<file path="config.mk">
export PLATFORM = sky130hd
export DESIGN_NAME = alu8_flags
export DESIGN_NICKNAME = d
export VERILOG_FILES = /design/src/rtl/alu8_pkg.sv /design/src/rtl/alu8_ctrl.sv /design/src/rtl/alu8_dp.sv /design/src/rtl/alu8_flags.sv
export SDC_FILE = /design/constraint.sdc
export NUM_CORES = 1
export LEC_CHECK = 0
export BUFFER_PORTS_ARGS = -buffer_cell sky130_fd_sc_hd__buf_4
export CELL_PAD_IN_SITES_DETAIL_PLACEMENT = 0
export CELL_PAD_IN_SITES_GLOBAL_PLACEMENT = 1
export CORE_MARGIN = 1.5
export CORE_UTILIZATION = 52
export DETAILED_ROUTE_END_ITERATION = 12
export PLACE_DENSITY_LB_ADDON = 0.1
export SLEW_MARGIN = 20
export SYNTH_ARGS = -nofsm -noshare
export SYNTH_HDL_FRONTEND = slang
export SYNTH_SLANG_ARGS = --single-unit
</file>
<file path="constraint.sdc">
create_clock -name vclk -period 65.8
set_input_delay 19.74 -clock vclk [all_inputs]
set_output_delay 19.74 -clock vclk [all_outputs]
set_load 0.02 [all_outputs]
</file>
<file path="src/rtl/alu8_pkg.sv">
package alu8_pkg;
  localparam int CODE_W = 8;

  localparam logic [CODE_W-1:0] CODE_ADD = 8'h01;
  localparam logic [CODE_W-1:0] CODE_MUL = 8'h02;
  localparam logic [CODE_W-1:0] CODE_SUB = 8'h03;
  localparam logic [CODE_W-1:0] CODE_DIV = 8'h04;
  localparam logic [CODE_W-1:0] CODE_LT  = 8'h09;
  localparam logic [CODE_W-1:0] CODE_GT  = 8'h0A;
  localparam logic [CODE_W-1:0] CODE_EQ  = 8'h0B;
  localparam logic [CODE_W-1:0] CODE_NOT = 8'h0C;
  localparam logic [CODE_W-1:0] CODE_AND = 8'h0D;
  localparam logic [CODE_W-1:0] CODE_OR  = 8'h0E;

  typedef struct packed {
    logic doAdd;
    logic doSub;
    logic doMul;
    logic doDiv;
    logic doLt;
    logic doGt;
    logic doEq;
    logic doNot;
    logic doAnd;
    logic doOr;
  } aluStrobes_t;
endpackage

</file>
<file path="src/rtl/alu8_ctrl.sv">
module alu8_ctrl
  import alu8_pkg::*;
(
  input  logic [CODE_W-1:0] ctrlCode,
  output aluStrobes_t       strobes
);
  always_comb begin
    strobes = '0;
    unique case (ctrlCode)
      CODE_ADD: strobes.doAdd = 1'b1;
      CODE_SUB: strobes.doSub = 1'b1;
      CODE_MUL: strobes.doMul = 1'b1;
      CODE_DIV: strobes.doDiv = 1'b1;
      CODE_LT:  strobes.doLt  = 1'b1;
      CODE_GT:  strobes.doGt  = 1'b1;
      CODE_EQ:  strobes.doEq  = 1'b1;
      CODE_NOT: strobes.doNot = 1'b1;
      CODE_AND: strobes.doAnd = 1'b1;
      CODE_OR:  strobes.doOr  = 1'b1;
      default:  strobes = '0;
    endcase
    // at most one operation may be selected for any code
    p_single_op_r8: assert ($onehot0(strobes))
      else $error("decoder selected more than one operation");
  end
endmodule

</file>
<file path="src/rtl/alu8_dp.sv">
module alu8_dp
  import alu8_pkg::*;
#(
  parameter int WIDTH = 8
) (
  input  logic [WIDTH-1:0] opA,
  input  logic [WIDTH-1:0] opB,
  input  aluStrobes_t      strobes,
  output logic [WIDTH-1:0] result,
  output logic             flagN,
  output logic             flagO,
  output logic             flagZ,
  output logic             flagC
);
  localparam int MSB = WIDTH - 1;
  localparam int PW  = 2 * WIDTH;

  logic [WIDTH:0]   sumExt;
  logic [WIDTH:0]   difExt;
  logic [PW-1:0]    prodFull;
  logic [WIDTH-1:0] quot;
  logic             divZero;
  logic             anyOp;
  logic [WIDTH-1:0] res;
  logic             cOut;
  logic             oOut;

  always_comb begin
    sumExt   = {1'b0, opA} + {1'b0, opB};
    difExt   = {1'b0, opA} - {1'b0, opB};
    prodFull = {{WIDTH{1'b0}}, opA} * {{WIDTH{1'b0}}, opB};
    divZero  = (opB == '0);
    quot     = divZero ? '1 : (opA / opB);
    anyOp    = |strobes;
    res      = '0;
    cOut     = 1'b0;
    oOut     = 1'b0;

    if (strobes.doAdd) begin
      res  = sumExt[MSB:0];
      cOut = sumExt[WIDTH];
      oOut = (opA[MSB] == opB[MSB]) && (sumExt[MSB] != opA[MSB]);
    end
    if (strobes.doSub) begin
      res  = difExt[MSB:0];
      cOut = difExt[WIDTH];
      oOut = (opA[MSB] != opB[MSB]) && (difExt[MSB] != opA[MSB]);
    end
    if (strobes.doMul) begin
      res  = prodFull[MSB:0];
      cOut = |prodFull[PW-1:WIDTH];
    end
    if (strobes.doDiv) begin
      res  = quot;
      oOut = divZero;
    end
    if (strobes.doLt)  res = {{(WIDTH-1){1'b0}}, opA < opB};
    if (strobes.doGt)  res = {{(WIDTH-1){1'b0}}, opA > opB};
    if (strobes.doEq)  res = {{(WIDTH-1){1'b0}}, opA == opB};
    if (strobes.doNot) res = ~opA;
    if (strobes.doAnd) res = opA & opB;
    if (strobes.doOr)  res = opA | opB;

    result = res;
    flagC  = cOut;
    flagO  = oOut;
    flagN  = anyOp & res[MSB];
    flagZ  = anyOp & (res == '0);

    if (anyOp) begin
      p_sign_zero_r7: assert ((flagN == result[MSB]) && (flagZ == (result == '0)))
        else $error("N/Z disagree with result");
    end else begin
      p_idle_zero_r8: assert ((result == '0) && !flagN && !flagO && !flagZ && !flagC)
        else $error("unselected unit drives nonzero outputs");
    end
    if (strobes.doLt || strobes.doGt || strobes.doEq) begin
      p_bool_byte_r5: assert (result[MSB:1] == '0 && !flagC && !flagO)
        else $error("comparison not boolean");
    end
    if (strobes.doDiv && divZero) begin
      p_div_zero_r4: assert ((result == '1) && flagO && !flagC)
        else $error("divide by zero mishandled");
    end
    if (strobes.doMul) begin
      p_no_overflow_r3: assert (!flagO)
        else $error("multiply raised overflow");
    end
  end
endmodule

</file>
<file path="src/rtl/alu8_flags.sv">
module alu8_flags
  import alu8_pkg::*;
#(
  parameter int WIDTH = 8
) (
  input  logic [WIDTH-1:0]  opA,
  input  logic [WIDTH-1:0]  opB,
  input  logic [CODE_W-1:0] ctrlCode,
  output logic [WIDTH-1:0]  result,
  output logic              flagN,
  output logic              flagO,
  output logic              flagZ,
  output logic              flagC
);
  aluStrobes_t strobes;

  alu8_ctrl u_ctrl (
    .ctrlCode (ctrlCode),
    .strobes  (strobes)
  );

  alu8_dp #(.WIDTH(WIDTH)) u_dp (
    .opA     (opA),
    .opB     (opB),
    .strobes (strobes),
    .result  (result),
    .flagN   (flagN),
    .flagO   (flagO),
    .flagZ   (flagZ),
    .flagC   (flagC)
  );
endmodule

</file>
-- After elaboration in Yosys (flattened, before gate mapping)
Cells that the tools add are included.
- register bits after elaboration: 0
- word-level logic and storage cells: 59
- output and inout bits: 12
- bits of input ports: 24
- reduce and logical (&&, ||, !) cells: 6
- div/mod/pow operators: 1
- equal/unequal tests: 15
- add/subtract/negate cells: 2
- muxes and demuxes: 27
- $mul: 1
- bitwise logic cells: 5
- $lt $le $gt $ge: 2
- operators with widths (operator ; number):
    8-bit 2-to-1 mux ; 11
    8-bit by 4-bit == test with 1-bit output, second input constant ; 6
    8-bit by 2-bit == test with 1-bit output, second input constant ; 2
    8-bit logical NOT ; 2
    8-bit by 8-bit multiplier with 16-bit output ; 1
    1-bit 2-to-1 mux ; 16
    10-bit OR reduction ; 1
    8-bit by 8-bit adder with 9-bit output ; 1
    8-bit by 8-bit subtractor with 9-bit output ; 1
    8-bit bitwise AND ; 1
    8-bit by 8-bit divider with 8-bit output ; 1
    8-bit by 1-bit == test with 1-bit output, second input constant ; 1
    8-bit by 3-bit == test with 1-bit output, second input constant ; 1
    8-bit == test ; 1
    8-bit greater-than comparator ; 1
    8-bit < comparator ; 1
    8-bit NOT ; 1
    8-bit bitwise OR ; 1
    8-bit OR reduction ; 1
    1-bit != test ; 3
    1-bit bitwise AND ; 2
    1-bit logical AND ; 2
    1-bit == test ; 1

-- Depth between registers and ports, before layout
Gate-level depths: netlist of run 1.
- word-level depth: 14
- mapped depth: 49
- depth with buffers taken out: 48

-- By module
A second synthesis of run 1 with hierarchy kept.
- cell total of the unflattened synthesis: 681
- area, all modules: 5083.6 um^2
- modules (own cells, without submodules) (module ; cells each ; instances ; sequential area each (um^2) ; area each (um^2)):
    alu8_dp ; 663 ; 1 ; 0.0 ; 4972.3
    alu8_ctrl ; 18 ; 1 ; 0.0 ; 111.4

-- Worst setup path before layout of run 1
OpenSTA, ideal clock, no wires.
- path kind: input -> output
- start point: input opB[7]
- end point: output flagZ
- setup slack: 15.361 ns
- buffers on the path: 2
- data required time: 46.060 ns
- stages: 48
- data arrival time: 30.699 ns
- path through: clkbuf_1 or4_1 buf_2 nor3_1 a31oi_1 ha_1 o21a_1 o211ai_1 nand2_1 o31ai_1 ha_1 a21oi_1 a211oi_4 a2111oi_1 nor2_1 ha_1 a21o_1 o21a_1 (+12 left out) a41oi_1 o21ai_0 ha_1 o21a_1 nor2_1 o21ai_0 a31oi_1 nand2b_1 a21oi_1 mux2_2 ha_1 a21o_1 a31oi_1 o21ai_0 a311oi_1 a21oi_1 a2111oi_0 nor4bb_1
- cells in the longest elaborated chain, start to end: 13
- elaborated cells between the ends (all ways): 23
- those cells by class: add/sub (2); mul (1); div (1); order compare (2); eq/ne (1); mux (11); bitwise (3); reduce/logical (2)
- RTL lines (element ; line ; RTL):
    start: declaration ; alu8_flags.sv:7 ; input logic [WIDTH-1:0] opB,
    branches (longest 10 deep; another with 8-bit by 8-bit divider with 8-bit output) ; n/a ;
    8-bit 2-to-1 mux (*) ; alu8_dp.sv:62 ; if (strobes.doOr) res = opA | opB;
    8-bit logical NOT (*) ; alu8_dp.sv:68 ; flagZ = anyOp & (res == '0);
    1-bit bitwise AND (*) ; alu8_dp.sv:68 ;
    end: declaration ; alu8_flags.sv:12 ; output logic flagZ,
Every way passes the cells marked *.

-- Final worst setup path of run 1
- start point: input opB[6]
- end point: output flagZ
The elaborated chain is that of the path after synthesis.

==> results of run 1 <==
## stage by stage
stage	util	hold WS [ns]	setup slack, ns	power [mW]
floorplan	-	39.81	15.36	0.05894
global placement	0.5709	40.08	14.08	0.07593
detailed placement	0.5716	40.10	13.59	0.07776
CTS	0.5716	40.10	13.58	0.07874
global route	0.5716	40.15	12.30	0.09093
finish	0.5716	40.12	13.25	0.07983
## kinds of logic after synthesis
logic type | after synthesis | share of synthesized area
adder cells (fa/ha/maj) | 138 | 0.3856
buffers and inverters | 109 | 0.07866
XOR/XNOR | 24 | 0.04029
AO/OA/AOI/OAI | 187 | 0.2542
multiplexers | 18 | 0.03789
AND/OR/NAND/NOR | 216 | 0.2034
## area by class of cell
cell class                      count  share of cell area
Inverter                           86             0.05778
Multi-Input combinational cell    583              0.8627
Tap cell                          133             0.02979
Timing Repair Buffer               37             0.04972
## synth_stat cells (3+ instances only)
library cell / number / area [um^2]
a221o_1: 3 / 30.03
or4_1: 5 / 37.54
nand2b_1: 6 / 37.54
or3_1: 4 / 25.02
o211a_1: 3 / 30.03
nor2_1: 86 / 322.8
a41oi_1: 3 / 26.28
or2_2: 3 / 18.77
a21o_1: 13 / 97.59
clkbuf_1: 21 / 78.83
a31oi_1: 18 / 112.6
and3_1: 9 / 56.30
xnor2_1: 17 / 148.9
a21oi_1: 36 / 180.2
nand3_1: 9 / 45.04
o211ai_1: 5 / 37.54
nand2_1: 37 / 138.9
o21bai_1: 7 / 52.55
o21ai_0: 28 / 140.1
a221oi_1: 3 / 26.28
inv_1: 76 / 285.3
o22ai_1: 6 / 37.54
mux2_2: 10 / 112.6
ha_1: 100 / 1251
o31a_1: 3 / 26.28
xor2_1: 7 / 61.31
o31ai_1: 3 / 22.52
nand4_1: 5 / 31.28
a211oi_1: 10 / 75.07
nor4_1: 10 / 62.56
o2111ai_1: 4 / 35.03
fa_1: 38 / 760.7
mux2i_1: 7 / 70.07
o21a_1: 16 / 120.1
clkinv_1: 10 / 37.54
nor2b_1: 6 / 37.54
a211o_1: 3 / 26.28
nor3_1: 20 / 100.1
## power groups by stage
stage | clock (mW) | sequential (mW) | combinational [mW]
after floorplan | 0 | 0 | 0.0589
after global placement | 0 | 0 | 0.0759
after detailed placement | 0 | 0 | 0.0778
after CTS | 0 | 0 | 0.0787
after global routing | 0 | 0 | 0.0909
final | 0 | 0 | 0.0798
## metal layers
layer / vias to the layer above / track usage / part of all wire
met5: - / 0 / 0
met4: 0 / 0.09044 / 0.028
met3: 32 / 0.02688 / 0.065
met2: 230 / 0.5309 / 0.44
met1: 2540 / 0.4952 / 0.47
li1: 2516 / - / -
## path summary, 6_finish.rpt
| check | from | slack [ns] | endpoint |
|---|---|---|---|
| worst min-delay path | ctrlCode[3] | 40.12 | flagO |
| worst max-delay path | opB[6] | 13.25 | flagZ |
## layout by cell type (no fill, tap or decap), types with 4 or more instances in the layout
master	instances
mux2i_1	7
buf_4	37
nor2_1	86
a21o_1	13
nand4_1	5
o21a_1	16
nand3_1	9
a31oi_1	18
o2111ai_1	4
a21oi_1	36
o211ai_1	5
or3_1	4
mux2_2	10
clkinv_1	10
o21bai_1	7
o21ai_0	28
o22ai_1	6
fa_1	38
nor3_1	20
and3_1	9
or4_1	5
inv_1	76
nand2b_1	6
a211oi_1	10
xor2_1	7
nor4_1	9
nand2_1	37
xnor2_1	17
nor2b_1	6
ha_1	100
## worst max-delay path, delay by kind of cell
kind	cells	cell delay (ns)
simple gates	8	2.24
fa+ha+maj	7	2.46
buf+inv	3	0.40
mux	2	0.72
compound gates	27	7.21
==> results.md, run 1 <==
Run status:
- The run finished with clean final reports.

Synth:
- After synthesis the cells add up to roughly 5200 um^2.
- In this run the mean area of a mapped cell was 7.540 um^2.
- The cell count after synthesis came out at 692.
- The share of the yosys chip area belonging to registers is 0.
- Counting every net in the synthesized netlist gives 854.
- The number of distinct library cells after synthesis is 70.
- The synthesis warning total is 0.

Placed design:
- The post-detailed-placement cell area is 5587 um^2.
- The placed cell count is roughly 840.
- During placement, the flow inserted port buffers numbering 36.
- The total half-perimeter wirelength after legalization and detailed placement is 13490 um.
- The final weighted congestion in routability-driven placement is 0.9842.

Route:
- The average routed wire per standard cell is roughly 20 um.
- The detailed-route DRC error count is 0.
- The residual antenna-violating net count after detailed routing is 0.
- The first detailed-routing pass took 5 iterations.
- The number of DRC violations after detailed-routing iteration 0 is approximately 420.
- Summed over all layers, the routed wires come to approximately 17000 um.
- The via count is around 5300.
- Dividing the detail-routed via count by the number of cells gives ~6.3.

Power and ir drop:
- IR analysis of the VDD net gives a maximum drop of approximately 0.018 mV.
- The internal portion of the total power is 0.03277 mW.
- For this design the static power due to leakage is ~2.6 nW.
- The power density over the cells is 14.29 nW/um^2.
- The switching component of the power is approximately 0.047 mW.
- The net switching fraction of the power is 0.5894.
- The share of total power dissipated in combinational logic is 1.000.
- The share of total power dissipated in sequential elements is 0.
- The clock network power share is 0.

Cells and area:
- There are 0 flip-flops and latches.
- In the final layout, the multi-input gates occupy about 4800 um^2.
- Of the cells placed in the final design, the portion with a size suffix greater than 1 is 0.09065.
- Summing all flip-flop and latch instances after layout gives 0 um^2.
- Compared with the post-synthesis result, the final layout area differs by 7.074%.
- The final-stage net count is between 800 and 900.
- The number of antenna diodes in the final layout is 0.
- The layout has 980 filler cells.
- The design area is ~5600 um^2.
- The final cell count without fillers is 839.
- The clock buffers instantiated in the layout total 0.

Clocking:
- The post-CTS setup buffer count is 0.
- The number of gates resized after CTS was 0.
- The hold buffer count at CTS is 0.

Worst hold path:
- The worst hold path class is primary input to primary output.
- Counting instances, the worst hold path has a depth of 4.

Setup path:
- The largest single stage delay on the critical path is ~0.70 ns.
- The critical-path cell with the highest stage delay is or4_1.
- Of all nets on the critical path, the largest fanout is 8.
- STA puts the critical path data required time at between 40 and 50 ns.
- The data arrival time at the worst-slack endpoint is roughly 33 ns.
- In this design, the critical path's most frequently occurring cell is ha_1.
- The critical path capture point type is a primary output.
- The worst setup path is launched from a primary input.
- The critical path in this run is classified as primary input to primary output.

GRT:
- The global-route usage over all layers is 0.3365.
- The overflow left after global routing is 0.
- Entering global routing, the biggest net connects 27 pins.
- The initial antenna violation count is 0.
- The via count of the first global-routing pass is 5101.
- The global-route wire length before repair is around 27000 um.

Die:
- The floorplan die width is 103.2 um.
- In this run the vertical extent of the chip is about 100 um.
- The starting density of the core is 0.5338.
- The floorplan step defined a core boundary enclosing roughly 9800 um^2.
- The floorplan die area is between 10000 and 15000 um^2.
- The number of ports placed on the die boundary is 36.
- The floorplan has 36 rows.

Run:
- The number of maximum-capacitance violations is 0.

Timing:
- Counting I/O delays and the setup requirement, the final critical path takes 52.55 ns.
- For this run, the top clock speed supported by timing is about 0.019 GHz.
- The final number of max-transition violations was 0.
- In the final timing run, aggregate negative setup slack is 0 ns.
- Setup violations remaining at the end of the flow were counted as 0.
- For the pin with the worst max-slew slack, the measured transition is 0.8344 ns.
- The headroom to the max-slew limit is 0.4417.
- Setup repair after global routing left no endpoint under its margin.
- The period utilization is 0.7986.
- The hold violation count in the final report is 0.
Note: power is estimated with default switching activity, not from simulation.
==> run 2, diff against run 1 <==
CORE_UTILIZATION = 48   (was 52)
clock period = 50.1 ns   (was 65.8 ns; I/O delays follow)
==> results.md, run 2 (synthesis results as in run 1) <==
Run status:
- The flow ran to the end, and the final reports show no timing, DRC or antenna violations.

Setup path:
- The largest driver fanout on the critical path is 8 (unchanged).
- The type of origin of the critical path is a primary input.
- The kind of critical path is primary input to primary output.
- The instance count on the critical path is 48 (+2.1%).
- The maximum cell stage delay along the critical path came to 0.71 ns (about the same).
- The cell repeated most along the worst path is ha_1.
- The data arrival time at the worst-slack endpoint is 27.85 ns (-4.96 ns).
- The critical-path cell with the highest stage delay is or4_1.
- The critical path launch point is opB[6].
- The number of buffer and inverter instances along the worst setup path is 3 (unchanged).
- The kind of cell with the highest combined delay along the critical path is compound AO/OA/AOI/OAI gates.
- STA classifies the critical path endpoint as a primary output.
- The required time of the critical path is 35.07 ns (-10.99 ns).
- The destination of the critical timing path is flagZ.

Cells and area:
- The design area is 5599 um^2 (+0.22%).
- The register cell area after layout came to 0 um^2 (unchanged).
- Leaving out fill and tap cells, the most frequent cell in the layout is ha_1.
- The final-stage net count is 872 (+0.23%).
- The number of filler cells placed in the layout is 1055 (+7.7%).
- The sequential cell count of the final layout is 0 (unchanged).
- The synthesis-to-layout area growth is 7.314%.
- The clock buffer count in the final layout was 0 (unchanged).
- The total inserted antenna cells is 0 (unchanged).
- In the layout the commonest cells are ha_1 (100), nor2_1 (86), inv_1 (76).
- The proportion of layout cells with a drive suffix above 1 is 0.09181 (+0.001156).
- The final cell count without fillers came to 844 (+0.60%).

Clocking:
- The hold buffer count at CTS is 0 (unchanged).
- The post-CTS setup buffer count is 0 (unchanged).
- The number of gates given a new drive strength after cts is 0 (unchanged).

Route:
- The residual antenna-violating net count after detailed routing is 0 (unchanged).
- The post-detailed-routing wire length was 17340 um (+1.3%).
- The ratio of routed vias to standard cells is 6.360 (+0.34%).
- The number of DRC violations after detailed-routing iteration 0 is 451 (+8.2%).
- The number of iterations in the first detailed-routing pass is 5 (unchanged).
- The detailed-route DRC error count came to 0 (unchanged).
- The average routed wire per standard cell is 20.55 um (+0.67%).
- The via count is 5368 (+0.94%).

Timing:
- The period utilization is 0.8559.
- The headroom to the max-slew limit is 0.4402 (-0.001500).
- The worst hold margin is 30.67 ns (-9.447 ns).
- Setup repair after global routing left no endpoint under its margin.
- The slew at the pin closest to its max-slew limit is 0.8367 ns (+0.002241 ns).
- The final count of negative-setup-slack endpoints is 0 (unchanged).
- The clock period minus final worst setup slack is approximately 43 ns.
- The summed negative setup slack over all endpoints was 0 ns (unchanged).
- The hold violation count in the final report is 0 (unchanged).
- The maximum clock frequency is roughly 0.023 GHz.
- The final number of max-transition violations is 0 (unchanged).

Die:
- The starting density of the core is 0.5009 (-0.03289).
- The placeable core region is 10420 um^2 (+6.6%).
- The number of ports placed on the die boundary is 36 (unchanged).
- The floorplan die width is 107.3 um (+4.0%).
- The height of the chip is 107.3 um (+4.0%).
- The floorplan die area is 11500 um^2 (+8.1%).
- The row count came to 37 (+2.8%).

Run:
- The number of maximum-capacitance violations is 0 (unchanged).

Power and ir drop:
- The power density over the cells was 18.49 nW/um^2 (+29%).
- The total chip power came to 0.1035 mW (+30%).
- The worst IR drop on VDD was 0.02099 mV (+18%).
- The static power due to leakage is 2.643 nW (+0.37%).

Placed design:
- The final weighted congestion in routability-driven placement came to 1.007 (+2.3%).
- The total half-perimeter wirelength after legalization and detailed placement is 13790 um (+2.3%).
- The count of buffers inserted at the top-level ports came to 36 (unchanged).
- The placed cell count is 844 (+0.60%).
- The post-detailed-placement cell area is 5599 um^2 (+0.22%).

GRT:
- The global-route usage over all layers came to 0.3069 (-0.02967).
- The overflow left after global routing is 0 (unchanged).
- The maximum number of pins on one net before global-route repair is 27 (unchanged).
- The initial antenna violation count is 0 (unchanged).
- The global-route wire length before repair is 27880 um (+1.5%).
- The via count of the first global-routing pass was 5316 (+4.2%).

Worst hold path:
- The worst hold path begins at ctrlCode[3].
- The min-delay analysis places its worst path in the category primary input to primary output.
## run 2: cell count changes in the layout (fill, tap and decap cells not counted), sizes merged
cell  change
buf       +2
## run 2: layer usage
layer	up-vias	share of wire	global-route usage
met1	2570	0.44	0.4272
met2	244	0.46	0.5109
met3	43	0.073	0.01998
met5	-	0	0
li1	2511	-	-
met4	0	0.031	0.08571
## run 2: how the worst min path moves through the flow
stage             to  slack, ns  cells after the start
2_1_floorplan  flagC      30.39                      4
3_3_place_gp   flagO      30.66                      4
3_5_place_dp   flagO      30.65                      4
4_1_cts        flagO      30.65                      4
5_1_grt        flagO      30.72                      4
6_report       flagO      30.67                      4
## run 2: area by class of cell
class | count | area, um^2 | share of cell area
Inverter | 86 | 322.8 | 0.05765
Multi-Input combinational cell | 583 | 4813 | 0.8597
Tap cell | 136 | 170.2 | 0.03039
Timing Repair Buffer | 39 | 292.8 | 0.05229
## run 2: metrics by stage
| stage | setup WS (ns) | utilization |
|---|---|---|
| after floorplan | 9.081 | - |
| after global placement | 8.122 | 0.5375 |
| after detailed placement | 7.537 | 0.5375 |
| after CTS | 7.502 | 0.5375 |
| after global routing | 6.155 | 0.5375 |
| final | 7.221 | 0.5375 |
## run 2: where the power goes
part	switching, mW	total (mW)	internal, mW	leakage, nW
combinational	0.0606	0.104	0.0429	2.64
clock	0	0	0	0
sequential	0	0	0	0
